**src/rtl/hw_stby_pkg.sv**
```systemverilog
package hw_stby_pkg;

    typedef enum logic [2:0] {
        PM_STANDBY = 3'd0,
        PM_SETTLE  = 3'd1,
        PM_READY   = 3'd2,
        PM_EXCEPT  = 3'd3,
        PM_EXEC    = 3'd4
    } pm_state_e;

    typedef struct packed {
        logic stby_n;
        logic res_n;
    } pin_pair_t;

    localparam int MODE_W = 3;

    function automatic logic holds_reset(pm_state_e s);
        return (s == PM_STANDBY) || (s == PM_SETTLE) || (s == PM_READY);
    endfunction

endpackage

```
**src/rtl/hw_stby_sync.sv**
```systemverilog
module hw_stby_sync #(
    parameter int             W       = 2,
    parameter logic [W-1:0]   RST_VAL = '1
) (
    input  logic         clk,
    input  logic         rst,
    input  logic [W-1:0] d,
    output logic [W-1:0] q
);
    for (genvar i = 0; i < W; i++) begin : g_bit
        logic meta;
        logic stab;
        always_ff @(posedge clk) begin
            if (rst) begin
                meta <= RST_VAL[i];
                stab <= RST_VAL[i];
            end else begin
                meta <= d[i];
                stab <= meta;
            end
        end
        assign q[i] = stab;
    end
endmodule

```
**src/rtl/hw_stby_timer.sv**
```systemverilog
module hw_stby_timer #(
    parameter int LIMIT = 16
) (
    input  logic clk,
    input  logic rst,
    input  logic clr,
    input  logic en,
    output logic done
);
    localparam int CW = (LIMIT > 1) ? $clog2(LIMIT) : 1;

    logic [CW-1:0] cnt;

    assign done = (cnt == CW'(LIMIT - 1));

    always_ff @(posedge clk) begin
        if (rst || clr) begin
            cnt <= '0;
        end else if (en && !done) begin
            cnt <= cnt + 1'b1;
        end
    end
endmodule

```
**src/rtl/hw_stby_seq.sv**
```systemverilog
module hw_stby_seq
    import hw_stby_pkg::*;
#(
    parameter int STAB_CYC = 1024,
    parameter int EXC_CYC  = 8
) (
    input  logic              clk,
    input  logic              rst,
    input  logic              stby_pin_n,
    input  logic              res_pin_n,
    input  logic              ram_en,
    input  logic [MODE_W-1:0] mode_pins,
    output logic              func_rst,
    output logic              io_hiz,
    output logic              osc_en,
    output logic              ram_keep,
    output logic [2:0]        state_o,
    output logic              mode_viol,
    output logic              early_rel
);
    pin_pair_t          pins;
    pm_state_e          state, nxt;
    logic               seen_low;
    logic               settle_done, exc_done;
    logic               release_ev, early_ev, enter_ev;
    logic [MODE_W-1:0]  mode_cap;

    hw_stby_sync #(.W(2), .RST_VAL(2'b11)) u_sync (
        .clk (clk),
        .rst (rst),
        .d   ({stby_pin_n, res_pin_n}),
        .q   (pins)
    );

    hw_stby_timer #(.LIMIT(STAB_CYC)) u_settle (
        .clk  (clk),
        .rst  (rst),
        .clr  (state == PM_STANDBY),
        .en   (state == PM_SETTLE),
        .done (settle_done)
    );

    hw_stby_timer #(.LIMIT(EXC_CYC)) u_except (
        .clk  (clk),
        .rst  (rst),
        .clr  (state != PM_EXCEPT),
        .en   (state == PM_EXCEPT),
        .done (exc_done)
    );

    assign release_ev = pins.res_n && seen_low;
    assign enter_ev   = !pins.stby_n && (state != PM_STANDBY);
    assign early_ev   = pins.stby_n && (state == PM_SETTLE) && release_ev;

    always_comb begin
        nxt = state;
        if (!pins.stby_n) begin
            nxt = PM_STANDBY;
        end else begin
            unique case (state)
                PM_STANDBY: nxt = PM_SETTLE;
                PM_SETTLE:  if (settle_done) nxt = PM_READY;
                PM_READY:   if (release_ev)  nxt = PM_EXCEPT;
                PM_EXCEPT:  if (exc_done)    nxt = PM_EXEC;
                PM_EXEC:    if (!pins.res_n) nxt = PM_READY;
                default:    nxt = PM_STANDBY;
            endcase
        end
    end

    always_ff @(posedge clk) begin
        if (rst) begin
            state     <= PM_SETTLE;
            seen_low  <= 1'b0;
            ram_keep  <= 1'b0;
            mode_cap  <= '0;
            mode_viol <= 1'b0;
            early_rel <= 1'b0;
        end else begin
            state <= nxt;
            if (!pins.res_n) begin
                seen_low <= 1'b1;
            end else if (early_ev || state == PM_STANDBY || !pins.stby_n ||
                         (state == PM_READY && nxt == PM_EXCEPT)) begin
                seen_low <= 1'b0;
            end
            if (enter_ev) begin
                ram_keep <= !ram_en;
                mode_cap <= mode_pins;
            end
            if (state == PM_STANDBY && mode_pins != mode_cap) begin
                mode_viol <= 1'b1;
            end
            if (early_ev) begin
                early_rel <= 1'b1;
            end
        end
    end

    assign func_rst = holds_reset(state);
    assign io_hiz   = (state == PM_STANDBY);
    assign osc_en   = (state != PM_STANDBY);
    assign state_o  = state;
endmodule

```
**config.mk**
```make
export PLATFORM = sky130hd
export DESIGN_NAME = hw_stby_seq
export DESIGN_NICKNAME = d
export VERILOG_FILES = /design/src/rtl/hw_stby_pkg.sv /design/src/rtl/hw_stby_sync.sv /design/src/rtl/hw_stby_timer.sv /design/src/rtl/hw_stby_seq.sv
export SDC_FILE = /design/constraint.sdc
export NUM_CORES = 1
export LEC_CHECK = 0
export BUFFER_PORTS_ARGS = -buffer_cell sky130_fd_sc_hd__buf_2
export CAP_MARGIN = 20
export CORE_ASPECT_RATIO = 0.8
export CORE_UTILIZATION = 55
export DETAILED_ROUTE_END_ITERATION = 8
export GPL_TIMING_DRIVEN = 0
export PLACE_DENSITY_LB_ADDON = 0.1
export SLEW_MARGIN = 20
export SYNTH_ARGS = -nofsm -noshare
export SYNTH_HDL_FRONTEND = slang
export SYNTH_HIERARCHICAL = 1
export SYNTH_SLANG_ARGS = --single-unit
```
**constraint.sdc**
```tcl
create_clock -name clk -period 3.8 [get_ports clk]
set_input_delay 0 -clock clk [delete_from_list [all_inputs] [get_ports clk]]
set_output_delay 0 -clock clk [all_outputs]
set_load 0.01 [all_outputs]
```
Yosys cells after proc, flatten, opt, wreduce, memory -nomap -nowiden
Index checks and enable logic that the tools add are counted.
- register bits after elaboration: 27
- output and inout bits: 9
- word-level logic and storage cells: 53
- add/sub/neg operators: 2
- equality and inequality tests: 10
- muxes and demuxes: 8
- reduce and logical (&&, ||, !) cells: 21
- operator list (operator ; number):
    3-bit 2-to-1 mux ; 5
    3-bit one-hot mux with 5 select lines ; 1
    10-bit by 1-bit adder with 10-bit output (second input constant) ; 1
    10-bit == test (second input constant) ; 1
    3-bit by 2-bit == test with 1-bit output (second input constant) ; 3
    1-bit logical AND ; 8
    1-bit logical OR ; 7
    3-bit == test (second input constant) ; 2
    1-bit logical NOT ; 4
    3-bit by 1-bit adder with 3-bit output (second input constant) ; 1
    3-bit by 1-bit == test with 1-bit output (second input constant) ; 1
    3-bit logical NOT ; 1
    3-bit by 2-bit inequality test with 1-bit output (second input constant) ; 1
    3-bit inequality test ; 1
    3-bit nonzero test ; 1
    1-bit 2-to-1 mux ; 2
    2-bit inequality test (second input constant) ; 1

Longest topological paths before layout
Gate-level depths: netlist (run 1).
- depth in word-level cells: 9
- depth in mapped cells: 7

Hierarchy
Netlist (run 1), hierarchy kept.
- by module, submodules not included (module ; times used ; cells an instance ; area each (um^2)):
    hw_stby_timer (u_settle) ; 1 ; 68 ; 593.1
    hw_stby_seq ; 1 ; 57 ; 509.2
    hw_stby_timer (u_except) ; 1 ; 12 ; 142.6
    hw_stby_sync ; 1 ; 10 ; 120.1

Worst setup path after synthesis (run 1)
No wires, ideal clock.
- path type: reg-to-reg
- start point: reg state[0], in the netlist state_o[0]
- end point: reg u_settle.cnt[7]
- data arrival time: 1797 ps
- required time: 3728 ps
- setup slack: 1931 ps
- cell stages (with the launch flop): 6
- buffers on the path: 1
- clock period less this slack: 1869 ps
- cell sequence: dfxtp_1 > buf_4 > nor3b_1 > nand4_1 > a2111oi_4 > mux2i_1
- cells in the longest elaborated chain, start to end: 2
- elaborated cells on any way between the ends: 4
- ends and longest elaborated chain (element ; line ; source):
    from (decl) ; hw_stby_seq.sv:22 ; pm_state_e state, nxt;
    from (signal assigned) ; hw_stby_seq.sv:80 ; state <= nxt;
    3-bit by 1-bit == test with 1-bit output or 3-bit logical NOT (tied branches) ; hw_stby_seq.sv:39, hw_stby_seq.sv:38 ;
    1-bit logical AND or 1-bit logical OR (tied branches) ; hw_stby_timer.sv:19, hw_stby_timer.sv:17 ;
    to (signal assigned) ; hw_stby_timer.sv:20 ; cnt <= cnt + 1'b1;
    to (decl) ; hw_stby_timer.sv:12 ; logic [CW-1:0] cnt;
Several ways; a longest one is shown, not always the timed one.
A chain may end at the register's enable or synchronous reset.

Final worst setup path (run 1)
Ends and elaborated chain as after synthesis.

==> reports/metrics.yaml, run 1 <==
status:
  status: "finished with violations"
  failed_checks: "DRC"
floorplan:
  fp.dieW_um: 57.70
  fp-row-count: 15
  coreArea_um2: 2252
  die_y_um: 46.56
  start_util_pct: 60.61
  dieArea_um2: 2687
  io_pins: 17
grt:
  grt_pass1_wl_um: 3960
  grt_overflow_total: 0
  grt_start_max_net_pins: 17
  antenna_found_initial: 0
  grt_use_total_pct: 20.15
  first_global_vias: 909
worst_setup_path:
  crit_path_end_kind: "register"
  r2r_slack_ns: 1.57
  startpoint_type: "register"
  critPathRequiredTime_ns: 4.07
  crit_type: "reg2reg"
  critPathMaxFanout: 9
  critPathArrivalTime_ns: 2.49
yosys:
  yosysSeqAreaShare_pct: 39.60
  synth_area_per_cell_um2: 9.286
  yosysWarnings: 6
  synthFlopType: "dfxtp_1"
  syn_nets: 158
  async_flop_share_pct: 0
  synth_edf_count: 0
  syn_inst: 147
  ys_types: 46
  synth-seq-cells: 27
  syn_area_um2: 1365
cts:
  clock_path_buffers: 2
  cts_root_buf: "clkbuf_4"
  h-tree-depth: 1
  clock_sinks: 27
  cts_buffers: 3
  path_clk_slew_ns: 0.14
  clk_latency_ns: 0.32
  tritoncts: "built"
sta:
  fin_ws_ns: 1.573
  rsz0062_at_grt: "no"
  setup_viol: 0
  max_freq_ghz: 0.4491
  slew_headroom_pct: 46.41
  layout_min_cycle_time_ns: 2.227
  fin_skew_ns: 0.001600
  worst_pin_slew_ns: 0.8022
  drv_slew: 0
  fin_crit_sh_pct: 58.59
  tns_ns: 0
  hold_viol_final: 0
drt:
  route.met3.wl_um: 121
  ant_nets: 0
  vias_per_cell: 5.800
  route.met2.wl_um: 1237
  wire_per_inst_um: 13.65
  drc_errors: 2
  highest_layer: "met4"
  dr.pass1.iters: 6
  drt_iter0_drc: 51
  drt-met1-wl_um: 1289
  wl_um: 2661
  vias: 1131
power:
  power.leakage_nw: 0.6077
  powerDensity_nw_per_um2: 299.0
  ir_drop_uv: 225.1
place:
  routabilityCongestion: 0.8332
  dp_slack_ns: 1.611
  hpwl_um: 1940
  placed_cell_area_um2: 1476
  io_buffers: 16
  place_inst: 188
finish:
  nets: 182
  drive_gt1_share_pct: 24.12
  antenna_cells: 0
  area_delta_synth_final_pct: 12.28
  finish.utilization_pct: 68.06
  final_cell_area_um2: 1533
  fin_cells: 195
hold_path:
  min_path_type: "in2reg"
job:
  drv_cap: 0
-- cell usage after synthesis, drive strengths merged, types with 2 or more instances --
| library cell | count | area (um^2) |
|---|---|---|
| nand3b | 3 | 22.52 |
| or3 | 5 | 32.53 |
| inv | 6 | 22.52 |
| nand2 | 14 | 52.55 |
| and4 | 3 | 28.78 |
| a31oi | 6 | 37.54 |
| or2 | 5 | 31.28 |
| or3b | 3 | 26.28 |
| ha | 3 | 37.54 |
| clkbuf | 4 | 30.02 |
| nor3 | 8 | 45.04 |
| xor2 | 3 | 26.28 |
| nor2 | 6 | 25.03 |
| buf | 6 | 52.55 |
| a211oi | 4 | 30.03 |
| mux2i | 8 | 80.08 |
| o21ai | 5 | 25.02 |
| nor4 | 2 | 12.51 |
| a21oi | 8 | 40.04 |
| dfxtp | 27 | 540.5 |
| nand3 | 2 | 10.01 |
| and3 | 3 | 21.27 |
-- state kept, by name, summed over array words and instances (netlist names) --
signal	count
mode_viol	1
state_o	3
seen_low	1
u_settle/cnt	10
early_rel	1
u_sync/g_bit.meta	2
u_sync/g_bit.stab	2
ram_keep	1
mode_cap	3
u_except/cnt	3
-- where the power goes --
part	switching (W)	total (W)	internal [W]
combinational	0.0000212	0.0000406	0.0000194
clock	0.0000805	0.000122	0.0000411
sequential	0.00000523	0.000296	0.000291
total	0.000107	0.000458	0.000351
-- area by class of cell --
cell class              count  area (um^2)
fillers                   195        719.4
flip-flops and latches     27        540.5
clock buffers               4        26.28
plain buffers              10        82.58
repair buffers             19        110.1
inverters                   6        22.52
well taps                  25        31.28
multi-input cells         104        719.4
-- routing by layer --
| metal | up-vias | GRT usage (%) |
|---|---|---|
| li1 | 572 | - |
| met1 | 534 | 24.70 |
| met2 | 23 | 35.35 |
| met3 | 2 | 6.180 |
| met4 | 0 | 4.762 |
| met5 | - | 0 |
-- placed cells by master, fill, tap and decap left out, types with 5 or more instances in the layout --
master and instances:
dfxtp_1 27, o21ai_0 5, buf_2 16, a31oi_1 6
a21oi_1 8, nor3_1 7, nor2_1 5, mux2i_1 8
inv_1 6, nand2_1 14
-- kinds of logic (layout without fill, tap and decap cells) --
group / count (synthesis) / after routing / synth area share, %
muxes: 9 / 9 / 6.691
buffers and inverters: 16 / 39 / 7.699
DFF: 27 / 27 / 39.60
and+or+nand+nor: 59 / 59 / 25.57
xor gates and xnor gates: 4 / 4 / 2.567
AOI/OAI and AO/OA: 29 / 29 / 15.12
adders and majority gates: 3 / 3 / 2.750
-- worst max-delay path: stages, from the launching register on --
cell and delay [ns]:
dfxtp_1 0.36, buf_4 0.16, nor3b_1 0.67, nand4_1 0.35, a2111oi_4 0.43, mux2i_1 0.21
-- path summary, 6_finish.rpt --
| kind | start | to | depth (start not counted) |
|---|---|---|---|
| hold reg to reg | u_sync/g_bit[1].meta | u_sync/g_bit[1].stab | 1 |
| setup / recovery | state_o[0] | u_settle/cnt[7] | 5 |
| setup reg to reg | state_o[0] | u_settle/cnt[7] | 5 |
| hold / removal | rst | u_except/cnt[1] | 2 |
-- timing repair --
| action | in CTS | in global routing |
|---|---|---|
| endpoints found under the hold margin | 3 | 0 |
| gates resized for setup | 0 | 0 |
| setup endpoints to repair | 0 | 0 |
| hold buffers | 3 | 0 |
| setup buffers | 0 | 0 |
-- metrics by stage --
step	power [W]	hold slack (ns)
final	0.0004583	0.01150
after global routing	0.0004811	0.0006893
after CTS	0.0004627	0.008170
after detailed placement	0.0003406	0.1853
after global placement	0.0003388	0.1818
after floorplan	0.0003270	0.07663
No activity file was read; power rests on OpenSTA's default activity.
==> run 2: changes to the inputs <==
--- a/config.mk
+++ b/config.mk
@@ -8,7 +8,7 @@
 export BUFFER_PORTS_ARGS = -buffer_cell sky130_fd_sc_hd__buf_2
 export CAP_MARGIN = 20
 export CORE_ASPECT_RATIO = 0.8
-export CORE_UTILIZATION = 55
+export CORE_UTILIZATION = 51
 export DETAILED_ROUTE_END_ITERATION = 8
 export GPL_TIMING_DRIVEN = 0
 export PLACE_DENSITY_LB_ADDON = 0.1
==> constraint.sdc (replaced) <==
create_clock -name clk -period 1.9 [get_ports clk]
set_input_delay 0 -clock clk [delete_from_list [all_inputs] [get_ports clk]]
set_output_delay 0 -clock clk [all_outputs]
set_load 0.01 [all_outputs]
==> run 2 against run 1 <==
Compared with the run above:
- the flow now finishes without violations
- power rose by 100%
- setup slack got worse by 1.5 ns
- global-route usage increased by 0.60 points
- hold slack improved by 0.022 ns
- first-iteration DRC count decreased by 12%
- sequential share of layout area down 1.6 points
==> reports/metrics.yaml, run 2 (synthesis results as in run 1) <==
grt:
  first_global_vias: 954  # +5.0%
  antenna_found_initial: 0  # unchanged
  grt_start_max_net_pins: 17  # unchanged
  grt_use_total_pct: 20.75  # +0.60 points
  grt_pass1_wl_um: 4333  # +9.4%
  grt_overflow_total: 0  # unchanged
cts:
  clock_sinks: 27  # unchanged
  path_clk_slew_ns: 0.15  # about the same
  h-tree-depth: 1  # unchanged
  clock_path_buffers: 2  # unchanged
  tritoncts: "built"
  clk_latency_ns: 0.33  # about the same
  cts_root_buf: "clkbuf_4"
  cts_buffers: 3  # unchanged
finish:
  area_delta_synth_final_pct: 17.51
  fill_cells: 226  # +16%
  antenna_cells: 0  # unchanged
  final_cell_mix: "dfxtp_1, buf_2, nand2_1"
  final_common_cell: "dfxtp_1"
  nets: 187  # +2.7%
  largest_register: "u_settle/cnt"
  drive_gt1_share_pct: 25.71  # +1.6 points
  largest_reg_flops: 10  # unchanged
  multi_input_area_um2: 730.7  # +1.6%
  register_area_um2: 540.5  # unchanged
floorplan:
  dieArea_um2: 2889  # +7.5%
  start_util_pct: 54.99  # -5.6 points
  die_y_um: 48.28  # +3.7%
  fp.dieW_um: 59.84  # +3.7%
  fp-row-count: 16  # +1
  coreArea_um2: 2482  # +10%
  io_pins: 17  # unchanged
drt:
  ant_nets: 0  # unchanged
  drc_errors: 0  # -2
  wire_per_inst_um: 13.47  # -1.3%
  drt_iter0_drc: 45  # -12%
  vias: 1140  # +0.80%
  vias_per_cell: 5.403  # -6.8%
  wl_um: 2842  # +6.8%
  dr.pass1.iters: 4  # -2
worst_setup_path:
  critPathRequiredTime_ns: 2.18  # -1.89 ns
  crit_buf_inv: 1  # unchanged
  slowest_delay_ns: 0.41  # -0.26 ns
  crit_type: "reg2reg"
  regToRegEndpoint: "u_settle/cnt[7]"
  path_cells: "buf_4 -> nor3b_4 -> nand4_1 -> a2111oi_4 -> mux2i_1"
  r2r_slack_ns: 0.12  # -1.45 ns
  crit_path_end_kind: "register"
  crit_family: "simple AND/OR/NAND/NOR gates"
  critPathArrivalTime_ns: 2.06  # -0.43 ns
  r2r-start: "state_o[0]"
  cp_slowest_cell: "a2111oi_4"
  startpoint_type: "register"
  r2r_cells: 5  # unchanged
  critPathMaxFanout: 9  # unchanged
job:
  drv_cap: 0  # unchanged
sta:
  setup_viol: 0  # unchanged
  drv_slew: 0  # unchanged
  fin_crit_sh_pct: 93.72  # +35 points
  fin_skew_ns: 0.01948  # +0.01788 ns
  max_freq_ghz: 0.5616  # +25%
  rsz0062_at_grt: "no"
  worst_pin_slew_ns: 0.4207  # -0.3815 ns
  tns_ns: 0  # unchanged
  fin_ws_ns: 0.1193  # -1.454 ns
  slew_headroom_pct: 71.69  # +25 points
  layout_min_cycle_time_ns: 1.781  # -0.4459 ns
  hold_viol_final: 0  # unchanged
hold_path:
  holdPathEnd: "mode_cap[0]"
  min-delay-start: "mode_pins[0]"
  min_path_cells: 3  # +1
  min_path_type: "in2reg"
status:
  status: "completed"
place:
  hpwl_um: 2034  # +4.8%
  dp_slack_ns: -0.2284  # -1.840 ns
  io_buffers: 16  # unchanged
  routabilityCongestion: 0.8131  # -2.4%
power:
  ir_drop_uv: 510.7  # +130%
  power.leakage_nw: 0.6379  # +5.0%
  powerDensity_nw_per_um2: 578.4  # +93%
==> run 2: worst reg2reg max path, stage by stage, from the launching register on <==
cell	delay [ns]
dfxtp_1	0.36
buf_4	0.16
nor3b_4	0.31
nand4_1	0.28
a2111oi_4	0.42
mux2i_1	0.22
==> run 2: metal layers <==
metal	vias up	share of wire (%)	GRT usage [%]
li1	587	-	-
met1	525	49	27.35
met2	28	47	35.56
met3	0	4.0	5.570
met4	0	0	2.791
met5	-	0	0
==> run 2: layout make-up <==
cell class | count | share of cell area (%)
Clock buffer | 3 | 1.404
Sequential cell | 27 | 33.70
Inverter | 6 | 1.404
Timing Repair Buffer | 24 | 9.672
Buffer | 10 | 5.148
Clock inverter | 1 | 0.3120
Multi-Input combinational cell | 104 | 45.55
Tap cell | 36 | 2.808
==> run 2: where the power goes <==
part	switching [W]	internal (W)	leakage [nW]	total [W]
clock	0.000167	0.0000789	0.0177	0.000246
combinational	0.0000445	0.0000446	0.401	0.0000891
sequential	0.0000112	0.000582	0.220	0.000593
==> run 2: worst max path at each step <==
| stage | start | to | slack [ns] | cells after the start |
|---|---|---|---|---|
| final | state_o[0] | u_settle/cnt[7] | 0.12 | 5 |
| after CTS | state_o[0] | u_settle/cnt[7] | 0.03 | 5 |
| after detailed placement | state_o[0] | u_settle/cnt[7] | -0.23 | 5 |
| after global placement | state_o[0] | u_settle/cnt[7] | -0.23 | 5 |
| after floorplan | state_o[0] | u_settle/cnt[7] | 0.03 | 5 |
| after global routing | state_o[0] | u_settle/cnt[7] | 0.01 | 5 |
==> run 2: repair_timing <==
item	4_1_cts	5_1_grt
buffers inserted	0	2
gates resized for setup	1	1
pin swaps	0	1
setup endpoints to repair	6	2
endpoints found under the hold margin	4	2
hold buffers	4	2
cloned	0	0
==> run 2: through the flow <==
stage | instance area [um^2] | cells | total power (W) | utilization, % | hold WS [ns]
floorplan | 1365 | 147 | 0.0006539 | - | 0.07663
global placement | 1490 | 199 | 0.0006776 | 60.03 | 0.1793
CTS | 1563 | 207 | 0.0009318 | 62.95 | 0.001280
detailed placement | 1490 | 199 | 0.0006817 | 60.03 | 0.1836
finish | 1604 | 211 | 0.0009277 | 64.62 | 0.03333
global route | 1604 | 211 | 0.0009826 | 64.62 | 0.01136
